$ cat config.mk
export PLATFORM = sky130hd
export DESIGN_NAME = dwps_top
export DESIGN_NICKNAME = d
export VERILOG_FILES = /design/src/rtl/dwps_pkg.sv /design/src/rtl/dwps_ctrl.sv /design/src/rtl/dwps_run_track.sv /design/src/rtl/dwps_best_keep.sv /design/src/rtl/dwps_phase_calc.sv /design/src/rtl/dwps_top.sv
export SDC_FILE = /design/constraint.sdc
export NUM_CORES = 1
export LEC_CHECK = 0
export ABC_AREA = 1
export BUFFER_PORTS_ARGS = -buffer_cell sky130_fd_sc_hd__buf_2
export CORE_AREA = 2 2 115 89
export DETAILED_ROUTE_END_ITERATION = 12
export DIE_AREA = 0 0 117 91
export PLACE_DENSITY_LB_ADDON = 0.12
export SKIP_CTS_REPAIR_TIMING = 1
export SYNTH_ARGS = -nofsm -noshare
export SYNTH_HDL_FRONTEND = slang
export SYNTH_SLANG_ARGS = --single-unit
$ cat constraint.sdc
create_clock -name clk -period 7.6 [get_ports clk]
set_clock_uncertainty 0.1 [all_clocks]
set_input_delay 2.28 -clock clk [delete_from_list [all_inputs] [get_ports clk]]
set_output_delay 2.28 -clock clk [all_outputs]
set_load 0.03 [all_outputs]
$ cat src/rtl/dwps_pkg.sv
package dwps_pkg;
  typedef enum logic [1:0] {
    ST_IDLE,
    ST_SCAN,
    ST_FINISH
  } scan_state_e;
endpackage

$ cat src/rtl/dwps_ctrl.sv
module dwps_ctrl #(
  parameter int CELLS = 32,
  parameter int IDX_W = $clog2(CELLS)
) (
  input  logic             clk,
  input  logic             rst,
  input  logic             start_i,
  input  logic [CELLS-1:0] map_i,
  input  logic             stop_i,
  output logic             clear_o,
  output logic             scan_o,
  output logic             finish_o,
  output logic             bit_o,
  output logic [IDX_W-1:0] idx_o,
  output logic             last_o
);
  import dwps_pkg::*;

  localparam logic [IDX_W-1:0] LAST_IDX = IDX_W'(CELLS - 1);

  scan_state_e      state_q;
  logic [CELLS-1:0] map_q;
  logic [IDX_W-1:0] idx_q;

  assign clear_o  = (state_q == ST_IDLE) && start_i;
  assign scan_o   = (state_q == ST_SCAN);
  assign finish_o = (state_q == ST_FINISH);
  assign bit_o    = map_q[idx_q];
  assign idx_o    = idx_q;
  assign last_o   = (idx_q == LAST_IDX);

  always_ff @(posedge clk) begin
    if (rst) begin
      state_q <= ST_IDLE;
      map_q   <= '0;
      idx_q   <= '0;
    end else begin
      case (state_q)
        ST_IDLE: begin
          if (start_i) begin
            map_q   <= map_i;
            idx_q   <= '0;
            state_q <= ST_SCAN;
          end
        end
        ST_SCAN: begin
          if (stop_i || last_o) begin
            state_q <= ST_FINISH;
          end else begin
            idx_q <= idx_q + IDX_W'(1);
          end
        end
        default: state_q <= ST_IDLE;
      endcase
    end
  end

  // finish lasts one cycle, scan ends after the last cell
  p_finish_single_r1: assert property (@(posedge clk) disable iff (rst)
    finish_o |=> !finish_o);
  p_scan_bounded_r1: assert property (@(posedge clk) disable iff (rst)
    (scan_o && last_o) |=> finish_o);
  // an early stop request ends the scan on the next edge
  p_early_stop_r5: assert property (@(posedge clk) disable iff (rst)
    (scan_o && stop_i) |=> !scan_o);
  // a start during a scan does not reload the map
  p_ignore_start_r8: assert property (@(posedge clk) disable iff (rst)
    (scan_o && start_i) |=> $stable(map_q));
endmodule

$ cat src/rtl/dwps_run_track.sv
module dwps_run_track #(
  parameter int CELLS = 32,
  parameter int IDX_W = $clog2(CELLS),
  parameter int LEN_W = $clog2(CELLS + 1)
) (
  input  logic             clk,
  input  logic             rst,
  input  logic             clear_i,
  input  logic             step_i,
  input  logic             bit_i,
  input  logic [IDX_W-1:0] idx_i,
  input  logic             last_i,
  output logic             ev_o,
  output logic [IDX_W-1:0] ev_start_o,
  output logic [LEN_W-1:0] ev_len_o
);
  logic [IDX_W-1:0] run_start_q;
  logic [LEN_W-1:0] run_len_q;

  always_comb begin
    ev_start_o = (run_len_q == '0) ? idx_i : run_start_q;
    ev_len_o   = bit_i ? (run_len_q + LEN_W'(1)) : run_len_q;
    ev_o       = step_i && ((!bit_i && (run_len_q != '0)) || (bit_i && last_i));
  end

  always_ff @(posedge clk) begin
    if (rst || clear_i) begin
      run_start_q <= '0;
      run_len_q   <= '0;
    end else if (step_i) begin
      if (bit_i) begin
        run_len_q <= run_len_q + LEN_W'(1);
        if (run_len_q == '0) run_start_q <= idx_i;
      end else begin
        run_len_q <= '0;
      end
    end
  end

  // a run never extends past the top cell (no wrap)
  p_run_fits_r3: assert property (@(posedge clk) disable iff (rst)
    (run_len_q != '0) |-> ((32'(run_start_q) + 32'(run_len_q)) <= 32'(CELLS)));
endmodule

$ cat src/rtl/dwps_best_keep.sv
module dwps_best_keep #(
  parameter int CELLS       = 32,
  parameter int IDX_W       = $clog2(CELLS),
  parameter int LEN_W       = $clog2(CELLS + 1),
  parameter int EARLY_LEN   = 8,
  parameter int EARLY_START = 4
) (
  input  logic             clk,
  input  logic             rst,
  input  logic             clear_i,
  input  logic             ev_i,
  input  logic [IDX_W-1:0] ev_start_i,
  input  logic [LEN_W-1:0] ev_len_i,
  output logic [IDX_W-1:0] best_start_o,
  output logic [LEN_W-1:0] best_len_o,
  output logic             stop_o
);
  logic             take;
  logic [IDX_W-1:0] next_start;

  always_comb begin
    take       = ev_i && (ev_len_i > best_len_o);
    next_start = take ? ev_start_i : best_start_o;
    stop_o     = ev_i && (32'(ev_len_i) >= 32'(EARLY_LEN)) &&
                 (32'(next_start) < 32'(EARLY_START));
  end

  always_ff @(posedge clk) begin
    if (rst || clear_i) begin
      best_start_o <= '0;
      best_len_o   <= '0;
    end else if (take) begin
      best_start_o <= ev_start_i;
      best_len_o   <= ev_len_i;
    end
  end

  // the best length never shrinks within a scan
  p_best_grows_r3: assert property (@(posedge clk) disable iff (rst)
    !clear_i |=> (best_len_o >= $past(best_len_o)));
  // a run no longer than the best leaves the best start alone
  p_tie_keeps_r4: assert property (@(posedge clk) disable iff (rst)
    (ev_i && !clear_i && (ev_len_i <= best_len_o)) |=> $stable(best_start_o));
endmodule

$ cat src/rtl/dwps_phase_calc.sv
module dwps_phase_calc #(
  parameter int CELLS   = 32,
  parameter int IDX_W   = $clog2(CELLS),
  parameter int LEN_W   = $clog2(CELLS + 1),
  parameter int PHASE_W = 8
) (
  input  logic [IDX_W-1:0]   best_start_i,
  input  logic [LEN_W-1:0]   best_len_i,
  output logic [PHASE_W-1:0] phase_o
);
  always_comb begin
    int s;
    int l;
    int v;
    s = int'(best_start_i);
    l = int'(best_len_i);
    if (l == 0) begin
      v = 0;
      phase_o = '1;
    end else begin
      if (s == 0) v = l / 3;
      else        v = s + l / 2;
      v = v % CELLS;
      phase_o = PHASE_W'(v);
    end
  end
endmodule

$ cat src/rtl/dwps_top.sv
module dwps_top #(
  parameter int CELLS       = 32,
  parameter int PHASE_W     = 8,
  parameter int EARLY_LEN   = 8,
  parameter int EARLY_START = 4,
  parameter int IDX_W       = $clog2(CELLS),
  parameter int LEN_W       = $clog2(CELLS + 1)
) (
  input  logic               clk,
  input  logic               rst,
  input  logic               start_i,
  input  logic [CELLS-1:0]   map_i,
  output logic               done_o,
  output logic [IDX_W-1:0]   win_start_o,
  output logic [LEN_W-1:0]   win_len_o,
  output logic [PHASE_W-1:0] phase_o
);
  logic             clear, scan, finish, cell_bit, last, stop, ev;
  logic [IDX_W-1:0] idx, ev_start, best_start;
  logic [LEN_W-1:0] ev_len, best_len;
  logic [PHASE_W-1:0] phase_next;

  dwps_ctrl #(.CELLS(CELLS), .IDX_W(IDX_W)) u_ctrl (
    .clk(clk), .rst(rst), .start_i(start_i), .map_i(map_i), .stop_i(stop),
    .clear_o(clear), .scan_o(scan), .finish_o(finish), .bit_o(cell_bit),
    .idx_o(idx), .last_o(last)
  );

  dwps_run_track #(.CELLS(CELLS), .IDX_W(IDX_W), .LEN_W(LEN_W)) u_run (
    .clk(clk), .rst(rst), .clear_i(clear), .step_i(scan), .bit_i(cell_bit),
    .idx_i(idx), .last_i(last), .ev_o(ev), .ev_start_o(ev_start), .ev_len_o(ev_len)
  );

  dwps_best_keep #(.CELLS(CELLS), .IDX_W(IDX_W), .LEN_W(LEN_W),
                   .EARLY_LEN(EARLY_LEN), .EARLY_START(EARLY_START)) u_best (
    .clk(clk), .rst(rst), .clear_i(clear), .ev_i(ev), .ev_start_i(ev_start),
    .ev_len_i(ev_len), .best_start_o(best_start), .best_len_o(best_len), .stop_o(stop)
  );

  dwps_phase_calc #(.CELLS(CELLS), .IDX_W(IDX_W), .LEN_W(LEN_W),
                    .PHASE_W(PHASE_W)) u_phase (
    .best_start_i(best_start), .best_len_i(best_len), .phase_o(phase_next)
  );

  always_ff @(posedge clk) begin
    if (rst) begin
      done_o      <= 1'b0;
      win_start_o <= '0;
      win_len_o   <= '0;
      phase_o     <= '1;
    end else begin
      done_o <= finish;
      if (finish) begin
        win_start_o <= best_start;
        win_len_o   <= best_len;
        phase_o     <= phase_next;
      end
    end
  end

  // done is a single-cycle pulse
  p_done_pulse_r1: assert property (@(posedge clk) disable iff (rst)
    done_o |=> !done_o);
  // failure code appears exactly when no window was found
  p_fail_code_r2: assert property (@(posedge clk) disable iff (rst)
    done_o |-> ((phase_o == {PHASE_W{1'b1}}) == (win_len_o == '0)));
  // a real phase is always a legal cell index
  p_phase_range_r7: assert property (@(posedge clk) disable iff (rst)
    (done_o && (win_len_o != '0)) |-> (32'(phase_o) < 32'(CELLS)));
  // results hold between done pulses
  p_hold_r8: assert property (@(posedge clk) disable iff (rst)
    !finish |=> ($stable(phase_o) && $stable(win_len_o) && $stable(win_start_o)));
endmodule

==> results.yml <==
place:
  dp.cells: 776
  dp_hpwl_um: 7080
  portBuffers: 54
  gp_congestion: 0.818
synth:
  ys_ff_latch: 79
  synthFlopType: "dfxtp_1"
  synthAdderAreaFrac_pct: 5.55
  synthSimpleGateAreaFrac_pct: 27.4
  synth_top_family_by_area: "simple AND/OR/NAND/NOR gates"
  synth_xor_area_share_pct: 1.88
  synth-seq-area-share_pct: 37.7
  async_flop_share_pct: 0
  syn_area_mm2: 0.00419
  synth.avg_cell_area_um2: 6.80
  synth_edf_count: 0
  synth.distinct_cells: 37
  synth_compound_area_share_pct: 18.8
  yosysWarnings: 0
  synth_mux_area_share_pct: 0
  synthesis.nets: 669
  syn_inst: 616
layout:
  fillers: 969
  fin_nets: 708
  final_cell_mix: "128 x nor2_1, 89 x nand2_1, 87 x o21ai_0, 79 x dfxtp_1, 58 x inv_1"
  regArea_mm2: 0.00158
  final_layout_size_suffix_gt1_share_pct: 13.3
  n_antenna_cell: 0
  multi_input_area_mm2: 0.00225
  layout_commonest_cell: "nor2_1"
  area_growth_pct: 15.2
  final_cells: 792
  post-route-util_pct: 50.8
cts:
  cts_buffers: 9
  cts_tree: "built"
  cts.sinks: 79
  htree_num_levels: 3
  cts-root-buf: "clkbuf_16"
  clk_path_buf_depth: 2
  insertion_delay_ns: 0.34
  path_clk_slew_ns: 0.06
die:
  dieArea_mm2: 0.0106
  initial_core_util_pct: 44.1
  num_rows: 31
  die_height_um: 91
  boundaryPins: 55
  core_area_mm2: 0.00950
  die_w_um: 117
drt:
  drtIter0Drc: 252
  firstDrtPassIters: 5
  wl_per_cell_um: 12.5
  vias_per_cell: 4.95
  vias: 3923
  routed_wl_um: 9940
  drc: 0
  final_antenna_net_count: 0
critical_path:
  path_class: "flip-flop to flip-flop"
  critPathMaxFanout: 21
  cp-start-kind: "flip-flop"
  cpMaxStageDelayCell: "dfxtp_1"
  r2r_slack_ns: 2.91
  path_common_cell: "nand2_1"
  worstPathRequired_ns: 7.72
  worstSetupEndpointType: "flip-flop"
  arrival_ns: 4.81
  max_stage_delay_ns: 0.84
timing:
  tightest_slew_ns: 1.08
  fin_tns_setup_ns: 0
  finalCriticalPeriod_ns: 4.69
  post-route-period-util_pct: 61.7
  max_freq_mhz: 213
  rsz0062_at_grt: "no"
  slew_headroom_pct: 27.8
  drv_slew: 0
  finalSetupViolCount: 0
  hold_viol: 0
worst_hold_path:
  hold_path_class: "flip-flop to flip-flop"
outcome:
  status: "complete, no violations"
grt:
  grt_max_degree: 45
  grt.total_usage_pct: 19.9
  grt_overflow: 0
  grt_pass1_wl_um: 16900
  grt_antenna_before_repair: 0
  grt_pass1_vias: 3563
pwr:
  p_leak_uw: 0.00221
  p_per_area_mw_per_mm2: 256
  vdd_drop_max_uv: 114
run:
  drv_cap: 0
cell usage after synthesis (3+ instances only):
cell type	n	share of area, %
a21oi_1	48	5.7
buf_2	3	0.36
clkbuf_1	19	1.7
dfxtp_1	79	38
ha_1	17	5.1
inv_1	58	5.2
nand2_1	89	8.0
nand2_2	5	0.75
nand2_4	3	0.81
nand3_1	35	4.2
nand4_1	4	0.60
nor2_1	128	11
nor3_1	3	0.36
o211ai_1	3	0.54
o21ai_0	87	10
o21ai_1	4	0.48
xor2_1	7	1.5
path summary, 6_finish.rpt:
kind                            startpoint                            end  cells after the start
min reg2reg  u_ctrl.map_q[12]$_SDFFE_PP0P_  u_ctrl.map_q[12]$_SDFFE_PP0P_                      2
min          u_ctrl.map_q[12]$_SDFFE_PP0P_  u_ctrl.map_q[12]$_SDFFE_PP0P_                      2
max           u_ctrl.idx_o[0]$_SDFFE_PP0P_   u_ctrl.idx_o[4]$_SDFFE_PP0P_                     25
max reg2reg   u_ctrl.idx_o[0]$_SDFFE_PP0P_   u_ctrl.idx_o[4]$_SDFFE_PP0P_                     25
power by group:
part / switching, uW / total, uW / internal [uW]
clock: 170 / 467 / 297
sequential: 30.0 / 479 / 449
combinational: 193 / 291 / 97.6
area by class of cell:
type / instances / share of cell area, %
tap: 132 / 3.42
multi-input combinational: 449 / 46.6
clock buffer: 11 / 5.03
clock inverter: 5 / 1.68
timing repair buffer: 56 / 5.91
inverter: 60 / 4.66
sequential: 79 / 32.7
critical path, delay by kind of cell (launching register included):
kind            cells  cell delay (ns)
compound gates      4             0.70
fa+ha+maj           1             0.29
buf+inv             3             0.57
flops               1             0.84
simple gates       17             2.05
kinds of logic after synthesis:
group / Yosys count
xor gates and xnor gates: 9
and+or+nand+nor: 272
adders and majority gates: 18
buffers and inverters: 88
AOI/OAI and AO/OA: 150
DFF: 79
layer usage:
metal  vias up  part of all wire, %  track usage [%]
li1       2077                    -                -
met2        93                   41             27.8
met5         -                    0                0
met1      1747                   53             29.9
met4         0                 0.65             4.12
met3         6                  5.6             6.07
through the flow:
stage          worst slack (ns)  power, uW  cell area, um^2  hold slack (ns)
2_1_floorplan              4.21        709             4190            0.329
3_3_place_gp               2.76        771             4510            0.339
3_5_place_dp               2.69        778             4510            0.345
4_1_cts                    2.90       1250             4830            0.354
5_1_grt                    2.37       1320             4830            0.367
6_report                   2.91       1240             4830            0.352
flip-flops by register name, indices dropped and copies added, names as in the netlist:
signal               flops
phase_o                  6
u_ctrl.idx_o             5
u_best.best_start_o      5
u_run.run_len_q          6
win_len_o                6
u_ctrl.map_q            32
win_start_o              5
u_best.best_len_o        6
u_ctrl.state_q           2
done_o                   1
u_run.run_start_q        5
Note: power is estimated with default switching activity, not from simulation.
